## src/rtl/sdr_pkg.sv

```systemverilog
// Shared definitions for the SDRAM command controller.
// Assumes commands are encoded as {cs_n, ras_n, cas_n, we_n}.
package sdr_pkg;

    typedef enum logic [3:0] {
        CMD_MODE  = 4'b0000,
        CMD_REF   = 4'b0001,
        CMD_PRE   = 4'b0010,
        CMD_ACT   = 4'b0011,
        CMD_WRITE = 4'b0100,
        CMD_READ  = 4'b0101,
        CMD_NOP   = 4'b0111
    } sdr_cmd_e;

    typedef enum logic [2:0] {
        ST_WAIT,
        ST_PREALL,
        ST_REF,
        ST_MODE,
        ST_IDLE,
        ST_COL
    } ctl_state_e;

    // Timer load giving at least t cycles between two commands
    // (the wait state plus the issuing state add two cycles).
    function automatic int unsigned gap_load(input int unsigned t);
        return (t > 2) ? t - 2 : 0;
    endfunction

endpackage

```

## src/rtl/sdr_refresh_timer.sv

```systemverilog
// Refresh interval timer: raises 'due' every INTERVAL cycles once enabled
// and clears it when the controller acknowledges the refresh.
// Assumes the controller serves a due refresh before the next expiry.
module sdr_refresh_timer #(
    parameter int INTERVAL = 1900
) (
    input  logic clk,
    input  logic rst_n,
    input  logic enable,
    input  logic ack,
    output logic due
);
    localparam int CNT_W = $clog2(INTERVAL + 1);

    logic [CNT_W-1:0] cnt;
    logic             expire;

    assign expire = enable && (cnt == '0);

    // Count down the interval and hold the request until acknowledged.
    always_ff @(posedge clk) begin
        if (!rst_n) begin
            cnt <= CNT_W'(INTERVAL - 1);
            due <= 1'b0;
        end else if (enable) begin
            if (ack)
                due <= 1'b0;
            if (expire) begin
                cnt <= CNT_W'(INTERVAL - 1);
                due <= 1'b1;
            end else begin
                cnt <= cnt - 1'b1;
            end
        end
    end

    // A second expiry must never land on a refresh still waiting.
    assert_no_missed_refresh_R9: assert property (@(posedge clk) disable iff (!rst_n)
        expire |-> (!due || ack));

endmodule

```

## src/rtl/sdr_rd_capture.sv

```systemverilog
// Read capture pipe: delays the READ marker by CAS_LAT cycles and samples
// the pad input on the edge where the device presents data.
// Assumes CAS_LAT >= 2 and single-beat reads.
module sdr_rd_capture #(
    parameter int CAS_LAT = 3,
    parameter int DATA_W  = 16
) (
    input  logic              clk,
    input  logic              rst_n,
    input  logic              issue,
    input  logic [DATA_W-1:0] dq_in,
    output logic              rsp_valid,
    output logic [DATA_W-1:0] rsp_data
);
    logic [CAS_LAT-1:0] pipe;

    // Shift the READ marker along the latency pipe.
    always_ff @(posedge clk) begin
        if (!rst_n) begin
            pipe <= '0;
        end else begin
            pipe[0] <= issue;
            for (int i = 1; i < CAS_LAT; i++)
                pipe[i] <= pipe[i-1];
        end
    end

    // Sample the pads and raise the strobe when the marker arrives.
    always_ff @(posedge clk) begin
        if (!rst_n) begin
            rsp_valid <= 1'b0;
            rsp_data  <= '0;
        end else begin
            rsp_valid <= pipe[CAS_LAT-1];
            if (pipe[CAS_LAT-1])
                rsp_data <= dq_in;
        end
    end

    // Every strobe follows a READ exactly CAS_LAT+1 cycles earlier.
    assert_rsp_latency_R8: assert property (@(posedge clk) disable iff (!rst_n)
        rsp_valid |-> $past(issue, CAS_LAT + 1));

endmodule

```

## src/rtl/sdram_cmd_ctrl.sv

```systemverilog
// SDRAM command controller: runs power-up initialisation, programs the mode
// word, serves one single-beat access at a time with row activate and an
// auto-precharged column command, and inserts periodic refreshes.
// Assumes ROW_W >= 11 (A10 is the precharge flag) and COL_W <= 10.
module sdram_cmd_ctrl
    import sdr_pkg::*;
#(
    parameter int BANK_W       = 2,
    parameter int ROW_W        = 12,
    parameter int COL_W        = 8,
    parameter int DATA_W       = 16,
    parameter int CAS_LAT      = 3,
    parameter int T_POWERUP    = 12500,
    parameter int T_RP         = 3,
    parameter int T_RCD        = 3,
    parameter int T_RFC        = 9,
    parameter int T_RAS        = 6,
    parameter int T_WR         = 2,
    parameter int T_MRD        = 2,
    parameter int REF_INTERVAL = 1900,
    parameter int INIT_REFS    = 2
) (
    input  logic                            clk,
    input  logic                            rst_n,
    input  logic                            req_valid,
    output logic                            req_ready,
    input  logic                            req_write,
    input  logic [BANK_W+ROW_W+COL_W-1:0]   req_addr,
    input  logic [DATA_W-1:0]               req_wdata,
    input  logic [DATA_W/8-1:0]             req_be,
    output logic                            rsp_valid,
    output logic [DATA_W-1:0]               rsp_rdata,
    output logic                            sd_cs_n,
    output logic                            sd_ras_n,
    output logic                            sd_cas_n,
    output logic                            sd_we_n,
    output logic [BANK_W-1:0]               sd_ba,
    output logic [ROW_W-1:0]                sd_addr,
    output logic [DATA_W/8-1:0]             sd_dqm,
    output logic [DATA_W-1:0]               sd_dq_out,
    output logic                            sd_dq_oe,
    input  logic [DATA_W-1:0]               sd_dq_in
);
    localparam int MASK_W    = DATA_W / 8;
    localparam int HOLD_OPEN = (T_RAS > T_RCD) ? T_RAS - T_RCD : 0;
    localparam int T_CLOSE   = ((HOLD_OPEN > T_WR) ? HOLD_OPEN : T_WR) + T_RP;
    localparam int TMR_W     = $clog2(T_POWERUP + T_RFC + T_CLOSE + T_RCD + T_MRD + 2);
    localparam int REFS_W    = $clog2(INIT_REFS + 1);
    localparam logic [ROW_W-1:0] AP_FLAG   = ROW_W'(1 << 10);
    localparam logic [ROW_W-1:0] MODE_WORD = ROW_W'((1 << 9) | ((CAS_LAT % 8) << 4));

    ctl_state_e           st, nxt;
    logic [TMR_W-1:0]     tmr;
    logic [REFS_W-1:0]    refs_left;
    logic                 init_done;
    sdr_cmd_e             cmd_q;
    logic [BANK_W-1:0]    ba_q;
    logic [ROW_W-1:0]     addr_q;
    logic [MASK_W-1:0]    dqm_q;
    logic [DATA_W-1:0]    dq_q;
    logic                 oe_q;
    logic                 lat_write;
    logic [BANK_W-1:0]    lat_bank;
    logic [COL_W-1:0]     lat_col;
    logic [DATA_W-1:0]    lat_wdata;
    logic [MASK_W-1:0]    lat_be;
    logic                 ref_due;
    logic                 ref_ack;

    assign {sd_cs_n, sd_ras_n, sd_cas_n, sd_we_n} = cmd_q;
    assign sd_ba     = ba_q;
    assign sd_addr   = addr_q;
    assign sd_dqm    = dqm_q;
    assign sd_dq_out = dq_q;
    assign sd_dq_oe  = oe_q;
    assign req_ready = (st == ST_IDLE) && !ref_due;
    assign ref_ack   = (st == ST_REF) && init_done;

    // Sequence initialisation, refreshes and accesses; register the bus.
    always_ff @(posedge clk) begin
        if (!rst_n) begin
            st        <= ST_WAIT;
            nxt       <= ST_PREALL;
            tmr       <= TMR_W'(gap_load(T_POWERUP));
            refs_left <= REFS_W'(INIT_REFS);
            init_done <= 1'b0;
            cmd_q     <= CMD_NOP;
            ba_q      <= '0;
            addr_q    <= '0;
            dqm_q     <= '0;
            dq_q      <= '0;
            oe_q      <= 1'b0;
            lat_write <= 1'b0;
            lat_bank  <= '0;
            lat_col   <= '0;
            lat_wdata <= '0;
            lat_be    <= '0;
        end else begin
            cmd_q <= CMD_NOP;
            oe_q  <= 1'b0;
            dqm_q <= '0;
            unique case (st)
                ST_WAIT: begin
                    if (tmr == '0) st <= nxt;
                    else           tmr <= tmr - 1'b1;
                end
                ST_PREALL: begin
                    cmd_q  <= CMD_PRE;
                    addr_q <= AP_FLAG;
                    st     <= ST_WAIT;
                    nxt    <= ST_REF;
                    tmr    <= TMR_W'(gap_load(T_RP));
                end
                ST_REF: begin
                    cmd_q <= CMD_REF;
                    st    <= ST_WAIT;
                    tmr   <= TMR_W'(gap_load(T_RFC));
                    if (!init_done) begin
                        refs_left <= refs_left - 1'b1;
                        nxt       <= (refs_left <= REFS_W'(1)) ? ST_MODE : ST_REF;
                    end else begin
                        nxt <= ST_IDLE;
                    end
                end
                ST_MODE: begin
                    cmd_q     <= CMD_MODE;
                    ba_q      <= '0;
                    addr_q    <= MODE_WORD;
                    init_done <= 1'b1;
                    st        <= ST_WAIT;
                    nxt       <= ST_IDLE;
                    tmr       <= TMR_W'(gap_load(T_MRD));
                end
                ST_IDLE: begin
                    if (ref_due) begin
                        st <= ST_REF;
                    end else if (req_valid) begin
                        cmd_q     <= CMD_ACT;
                        ba_q      <= req_addr[COL_W+ROW_W +: BANK_W];
                        addr_q    <= req_addr[COL_W +: ROW_W];
                        lat_write <= req_write;
                        lat_bank  <= req_addr[COL_W+ROW_W +: BANK_W];
                        lat_col   <= req_addr[COL_W-1:0];
                        lat_wdata <= req_wdata;
                        lat_be    <= req_be;
                        st        <= ST_WAIT;
                        nxt       <= ST_COL;
                        tmr       <= TMR_W'(gap_load(T_RCD));
                    end
                end
                ST_COL: begin
                    cmd_q  <= lat_write ? CMD_WRITE : CMD_READ;
                    ba_q   <= lat_bank;
                    addr_q <= ROW_W'(lat_col) | AP_FLAG;
                    if (lat_write) begin
                        oe_q  <= 1'b1;
                        dq_q  <= lat_wdata;
                        dqm_q <= ~lat_be;
                    end
                    st  <= ST_WAIT;
                    nxt <= ST_IDLE;
                    tmr <= TMR_W'(gap_load(T_CLOSE));
                end
                default: st <= ST_IDLE;
            endcase
        end
    end

    sdr_refresh_timer #(
        .INTERVAL(REF_INTERVAL)
    ) u_ref (
        .clk    (clk),
        .rst_n  (rst_n),
        .enable (init_done),
        .ack    (ref_ack),
        .due    (ref_due)
    );

    sdr_rd_capture #(
        .CAS_LAT(CAS_LAT),
        .DATA_W (DATA_W)
    ) u_cap (
        .clk       (clk),
        .rst_n     (rst_n),
        .issue     (cmd_q == CMD_READ),
        .dq_in     (sd_dq_in),
        .rsp_valid (rsp_valid),
        .rsp_data  (rsp_rdata)
    );

    // A due refresh seen while idle reaches the bus two edges later.
    assert_refresh_first_R10: assert property (@(posedge clk) disable iff (!rst_n)
        (st == ST_IDLE && ref_due && init_done) |-> ##2 (cmd_q == CMD_REF));

    // The pads are driven only together with a write command.
    assert_oe_with_write_R7: assert property (@(posedge clk) disable iff (!rst_n)
        sd_dq_oe |-> (cmd_q == CMD_WRITE));

    // No request is taken before the mode word is written.
    assert_ready_after_init_R2: assert property (@(posedge clk) disable iff (!rst_n)
        req_ready |-> init_done);

    // An activate is always followed by at least one idle cycle.
    assert_act_spacing_R6: assert property (@(posedge clk) disable iff (!rst_n)
        (cmd_q == CMD_ACT) |=> (cmd_q == CMD_NOP));

endmodule

```

## config.mk

```make
export PLATFORM = sky130hd
export DESIGN_NAME = sdram_cmd_ctrl
export DESIGN_NICKNAME = d
export VERILOG_FILES = /design/src/rtl/sdr_pkg.sv /design/src/rtl/sdr_refresh_timer.sv /design/src/rtl/sdr_rd_capture.sv /design/src/rtl/sdram_cmd_ctrl.sv
export SDC_FILE = /design/constraint.sdc
export NUM_CORES = 1
export LEC_CHECK = 0
export BUFFER_PORTS_ARGS = -buffer_cell sky130_fd_sc_hd__buf_2
export CAP_MARGIN = 20
export CORE_MARGIN = 3
export CORE_UTILIZATION = 48
export CTS_CLUSTER_SIZE = 30
export DETAILED_ROUTE_END_ITERATION = 8
export PLACE_DENSITY = 0.79
export SKIP_LAST_GASP = 1
export SYNTH_ARGS = -nofsm -noshare
export SYNTH_HDL_FRONTEND = slang
export SYNTH_HIERARCHICAL = 1
export SYNTH_SLANG_ARGS = --single-unit
```

## constraint.sdc

```tcl
create_clock -name clk -period 1.9 [get_ports clk]
set_input_delay 0.19 -clock clk [delete_from_list [all_inputs] [get_ports clk]]
set_output_delay 0.19 -clock clk [all_outputs]
set_load 0.005 [all_outputs]
```

==> After elaboration in Yosys (flattened, before gate mapping) <==
Cells that the tools add are included.
{ "totals": {"in_bits": 60, "out_inout_bits": 55, "word_cells": 91, "ff_bits": 121} }
{ "classes": {"eq_ne": 11, "mux": 27, "add_sub_neg": 3, "n_reduce_logical": 25, "n_lt_le_gt_ge": 1, "n_bitwise": 3} }
{ "op_table": {"columns": ["operator", "count"], "rows": [
  ["$pmux 14 s6", 1],
  ["$pmux 12 s4", 1],
  ["$mux 14", 3],
  ["$mux 12", 2],
  ["$mux 3", 8],
  ["$pmux 3 s5", 1],
  ["$reduce_and 3->1", 5],
  ["$logic_not 14->1", 1],
  ["$sub 14x1->14 const B", 1],
  ["$pmux 3 s4", 1],
  ["$logic_not 11->1", 1],
  ["$mux 11", 1],
  ["$sub 11x1->11 const B", 1],
  ["$reduce_and 2->1", 5],
  ["$pmux 3 s3", 1],
  ["$ne 2x2->1 const B", 4],
  ["$reduce_bool 4->1", 2],
  ["$eq 3x2->1 const B", 2],
  ["$eq 3x3->1 const B", 2],
  ["$pmux 2 s3", 1],
  ["$reduce_bool 6->1", 1],
  ["$mux 1", 5],
  ["$eq 4x3->1 const B", 1],
  ["$mux 2", 2],
  ["other kinds (14)", 17]
]} }

==> Longest topological paths before layout <==
{ "depth": {"ltp_word": 4, "ltp_mapped": 9, "depth_no_buf": 7} }

==> By module <==
Netlist, hierarchy kept.
{ "modules_own_cells": {"columns": ["mod", "cells_each", "instances", "area_each_um2"], "rows": [
  ["sdram_cmd_ctrl", 457, 1, 3679.8],
  ["sdr_rd_capture", 60, 1, 725.7],
  ["sdr_refresh_timer", 61, 1, 569.3]
]} }

==> Worst setup path after synthesis <==
Ideal clock, no wire load.
{ "synth_timing": {"kind": "register -> register", "start": "reg tmr[0]", "end": "reg tmr[12]", "path_stages_with_launch": 8, "arrival_ns": 1.818, "setup_time_ns": 0.062, "slack_ns": 0.020, "path_buffers": 0, "required_time_ns": 1.838, "path_cell_list": "dfxtp_1 > inv_1 > ha_1 > nor3b_4 > nand3_2 > or4_1 > or4_1 > nand3_1"} }
{ "synth_via": {"elab_chain_cells": 3, "word_cells_on_any_way": 6} }
{ "synth_rtl": {"columns": ["element", "line", "rtl"], "rows": [
  ["from (decl)", "sdram_cmd_ctrl.sv:53", "logic [TMR_W-1:0] tmr;"],
  ["from (signal assigned)", "sdram_cmd_ctrl.sv:84", "tmr <= TMR_W'(gap_load(T_POWERUP));"],
  ["from (signal assigned)", "sdram_cmd_ctrl.sv:105", "else tmr <= tmr - 1'b1;"],
  ["from (signal assigned)", "sdram_cmd_ctrl.sv:112", "tmr <= TMR_W'(gap_load(T_RP));"],
  ["$sub 14x1->14 or $logic_not 14->1 (tied branches)", "sdram_cmd_ctrl.sv:105, sdram_cmd_ctrl.sv:104", null],
  ["$mux 14 or $ne 2x2->1 (tied branches)", null, null],
  ["$pmux 14 s6 or $reduce_and 4->1 (tied branches)", null, null]
]} }
Parallel ways exist; a longest one is shown, timed or not. The select of a mux whose other input is x is not followed.
A chain may end at the register's enable or synchronous reset.

==> Worst setup path in the final report <==
{ "layout_timing": {"start": "reg tmr[9]", "end": "reg tmr[13]"} }
Same word-level chain as after synthesis.

==> summary.txt <==
Footprint of the multi-input gates = 2420 um^2
Initial Util = 0.502
Synthesis Warnings = 6
Post-layout util = 0.715
CP endpoint kind = register
Crit-path max FO = 6
Register area share after synthesis = 0.483
GRT Resource Usage Total = 0.258
Pre-Repair DR Iteration Count = 5
Number of global-route vias before repair = 5064
Final nets = 829
Mapped Cells = 578
Post-Syn Area = 4970 um^2
Slew @ Worst Pin = 0.634 ns
Filler Cell Count = 668
Grt met3 use = 0.0654
CTS H-Tree Depth = 4
Ant diodes = 0
Via count = 5011
Tot Pwr = 0.00629 W
Synth cell types = 58
WP depth = 5
Net Sw Frac = 0.210
Met2 usage = 0.456
Num ports = 115
Final Skew = 0.00882 ns
P_sw = 0.00132 W
Initial drt markers = 483
Reg2reg setup slack = 0.02 ns
Slowest cell on the critical path = or4_1
Initial antenna violation count = 0
Total Wirelength = 14900 um
Startpoint types = register
Share of layout cells above drive strength 1 = 0.265
Routability cong. = 0.885
Largest net degree at the start of global routing = 42
Crit Reg-Reg Endpoint = tmr[13]$_SDFFE_PN1P_
Status = completed
Clock buffer count from CTS = 17
CTS Buffer Depth = 2
Worst r2r src = tmr[9]$_SDFFE_PN0P_
Clk pwr share = 0.547
Critical-path cell list = or4_1 -> nor4_2 -> nand3_1 -> xor2_1 -> o21ai_0
Asr flop ratio synth = 0
Global routing's busiest layer = met2
Lkg Pwr = 2.85 nW
Final min period = 1.88 ns
Vias/cell = 5.52
FMAX = 533 MHz
Congestion Overflow GR = 0
Grt met1 use = 0.290
Die Span Y = 108 um
Mean Syn Cell Area = 8.61 um^2
Max-slew violation count = 0
Power density cells = 889 nW/um^2
Number of synthesized flops with an enable pin = 0
Row Count = 36
Syn Nets = 645
Logic pwr share = 0.048
Area occupied by registers = 2410 um^2
Buffer and inverter count on the worst path = 0
Main flop type after synthesis = dfxtp_1
Num Clock Sinks = 120
Peak VDD IR = 0.564 mV
Flop pwr share = 0.405
CP endpoint = tmr[13]$_SDFFE_PN1P_
Leading cell type in the layout, fill and taps excluded = dfxtp_1
Final hold vios = 0
Setup TNS = 0 ns
Root buffer cell = clkbuf_8
Worst Reg2Reg Path Length in Cells = 5
RSZ-0062 raised after global routing = true
Post-synthesis register bit count = 120
Final setup fails = 0
Post-DRT Antenna Nets = 0
Pint = 0.00497 W
Die Footprint = 11600 um^2
HP Class = primary input to register
MaxCap Viol Count = 0
Placeable Area = 9910 um^2
CP top delay family = simple AND/OR/NAND/NOR gates
Worst endpoint required time = 2.33 ns
Most frequent cells in the layout = dfxtp_1 (116), nand2_1 (113), buf_2 (113)
Slew HR = 0.576
Post-layout instance area = 7080 um^2
Final worst path period share = 0.987
Worst path arrival time = 2.31 ns
Reg clk slew, reported paths = 0.06 ns
Clock Latency Late Sink = 0.52 ns
Residual DRC = 0
Layout overhead on the synthesized area = 42.3%
CTS tree = yes
Count of input and output buffers = 113
Average wire per standard cell = 16.4 um
DP Wirelength = 8860 um
Wire length of the first global-routing pass = 23800 um
Peak per-stage delay on the critical path = 0.61 ns
Die W = 108 um
WS Path Type = register to register
Crit path from = tmr[9]$_SDFFE_PN0P_
Placed standard-cell area = 5800 um^2
## stage by stage
step                setup WS [ns]  cells  hold WS (ns)
finish                     0.0242    907        0.0226
detailed placement        -0.0310    818         0.417
CTS                      -0.00507    904       0.00913
floorplan                  0.0204    578         0.279
global placement           0.0425    818         0.408
global route              -0.0958    907        0.0350
## cells in the mapped netlist (6+ instances only)
master | number | area share
nand2b_1 | 6 | 0.0075
or3_1 | 6 | 0.0075
and2_1 | 7 | 0.0088
nor2_1 | 38 | 0.029
clkbuf_1 | 19 | 0.014
or4_1 | 8 | 0.012
mux2i_1 | 19 | 0.038
inv_1 | 14 | 0.011
a21oi_1 | 60 | 0.060
o21ai_0 | 23 | 0.023
nand3_1 | 8 | 0.0080
o211ai_1 | 6 | 0.0091
buf_2 | 8 | 0.0080
dfxtp_1 | 120 | 0.48
xor2_1 | 7 | 0.012
a222oi_1 | 6 | 0.012
nor4_1 | 6 | 0.0075
nand2_1 | 113 | 0.085
nor2b_1 | 19 | 0.024
nor3_1 | 7 | 0.0070
o31ai_1 | 7 | 0.011
ha_1 | 7 | 0.018
## logic make-up after synthesis
kind of cell | count (synthesis) | share of synthesized area
AND/OR/NAND/NOR | 245 | 0.242
buffers and inverters | 49 | 0.0448
adder cells (fa/ha/maj) | 7 | 0.0176
AO/OA/AOI/OAI | 126 | 0.154
other | 1 | 0.000754
multiplexers | 19 | 0.0382
XOR/XNOR | 11 | 0.0194
flip-flops | 120 | 0.483
## per-layer routing
layer	up-vias	wire [um]
met2	255	7610
met3	41	1140
li1	2377	-
met1	2338	5740
met4	0	414
met5	-	0
## worst min-delay path by stage
stage	startpoint	end	slack, ns	cells past startpoint
after global placement	lat_be[1]$_SDFFE_PN0P_	sd_dqm[1]$_SDFF_PN0_	0.41	1
after global routing	req_addr[13]	sd_addr[5]$_SDFFE_PN0P_	0.03	3
final	req_addr[13]	sd_addr[5]$_SDFFE_PN0P_	0.02	3
after detailed placement	lat_be[0]$_SDFFE_PN0P_	sd_dqm[0]$_SDFF_PN0_	0.42	1
after CTS	req_addr[13]	sd_addr[5]$_SDFFE_PN0P_	0.009	3
after floorplan	rst_n	u_ref/cnt[1]$_SDFFE_PN1P_	0.28	1
## final cells by class
| cell class | count | area share |
|---|---|---|
| Multi-Input combinational cell | 409 | 0.342 |
| Sequential cell | 120 | 0.340 |
| Clock buffer | 17 | 0.0585 |
| Timing Repair Buffer | 200 | 0.197 |
| Inverter | 14 | 0.00742 |
| Tap cell | 133 | 0.0235 |
| Clock inverter | 14 | 0.0313 |
## registers in the layout, summed over array words and instances (netlist names), 3 cells and up
register,cells
sd_addr,12
lat_col,8
lat_wdata,16
u_ref/cnt,11
cmd_q,3
sd_dq_out,16
st,3
u_cap/rsp_data,16
u_cap/pipe,3
nxt,3
tmr,14
## worst register-to-register path, delay by kind of cell (launching register included)
family          cells  cell delay (ns)
flops               1             0.36
compound gates      1             0.17
xor+xnor            1             0.16
simple gates        3             1.09
## power groups by stage
stage	Clock, W	Sequential [W]	Combinational [W]
after CTS	0.00347	0.00255	0.000283
after global placement	0	0.00260	0.000188
after detailed placement	0	0.00260	0.000193
final	0.00345	0.00255	0.000302
after floorplan	0	0.00260	0.0000940
after global routing	0.00361	0.00255	0.000324
## timing repair
action                                  CTS  global route
hold endpoints to repair                 54             0
setup buffers                             2             3
pin swaps                                 2             1
endpoints found under the setup margin    6            21
hold buffers                             54             0
cloned                                    0             0
gates resized for setup                   9            14
Power figures use the tool's default switching activity.
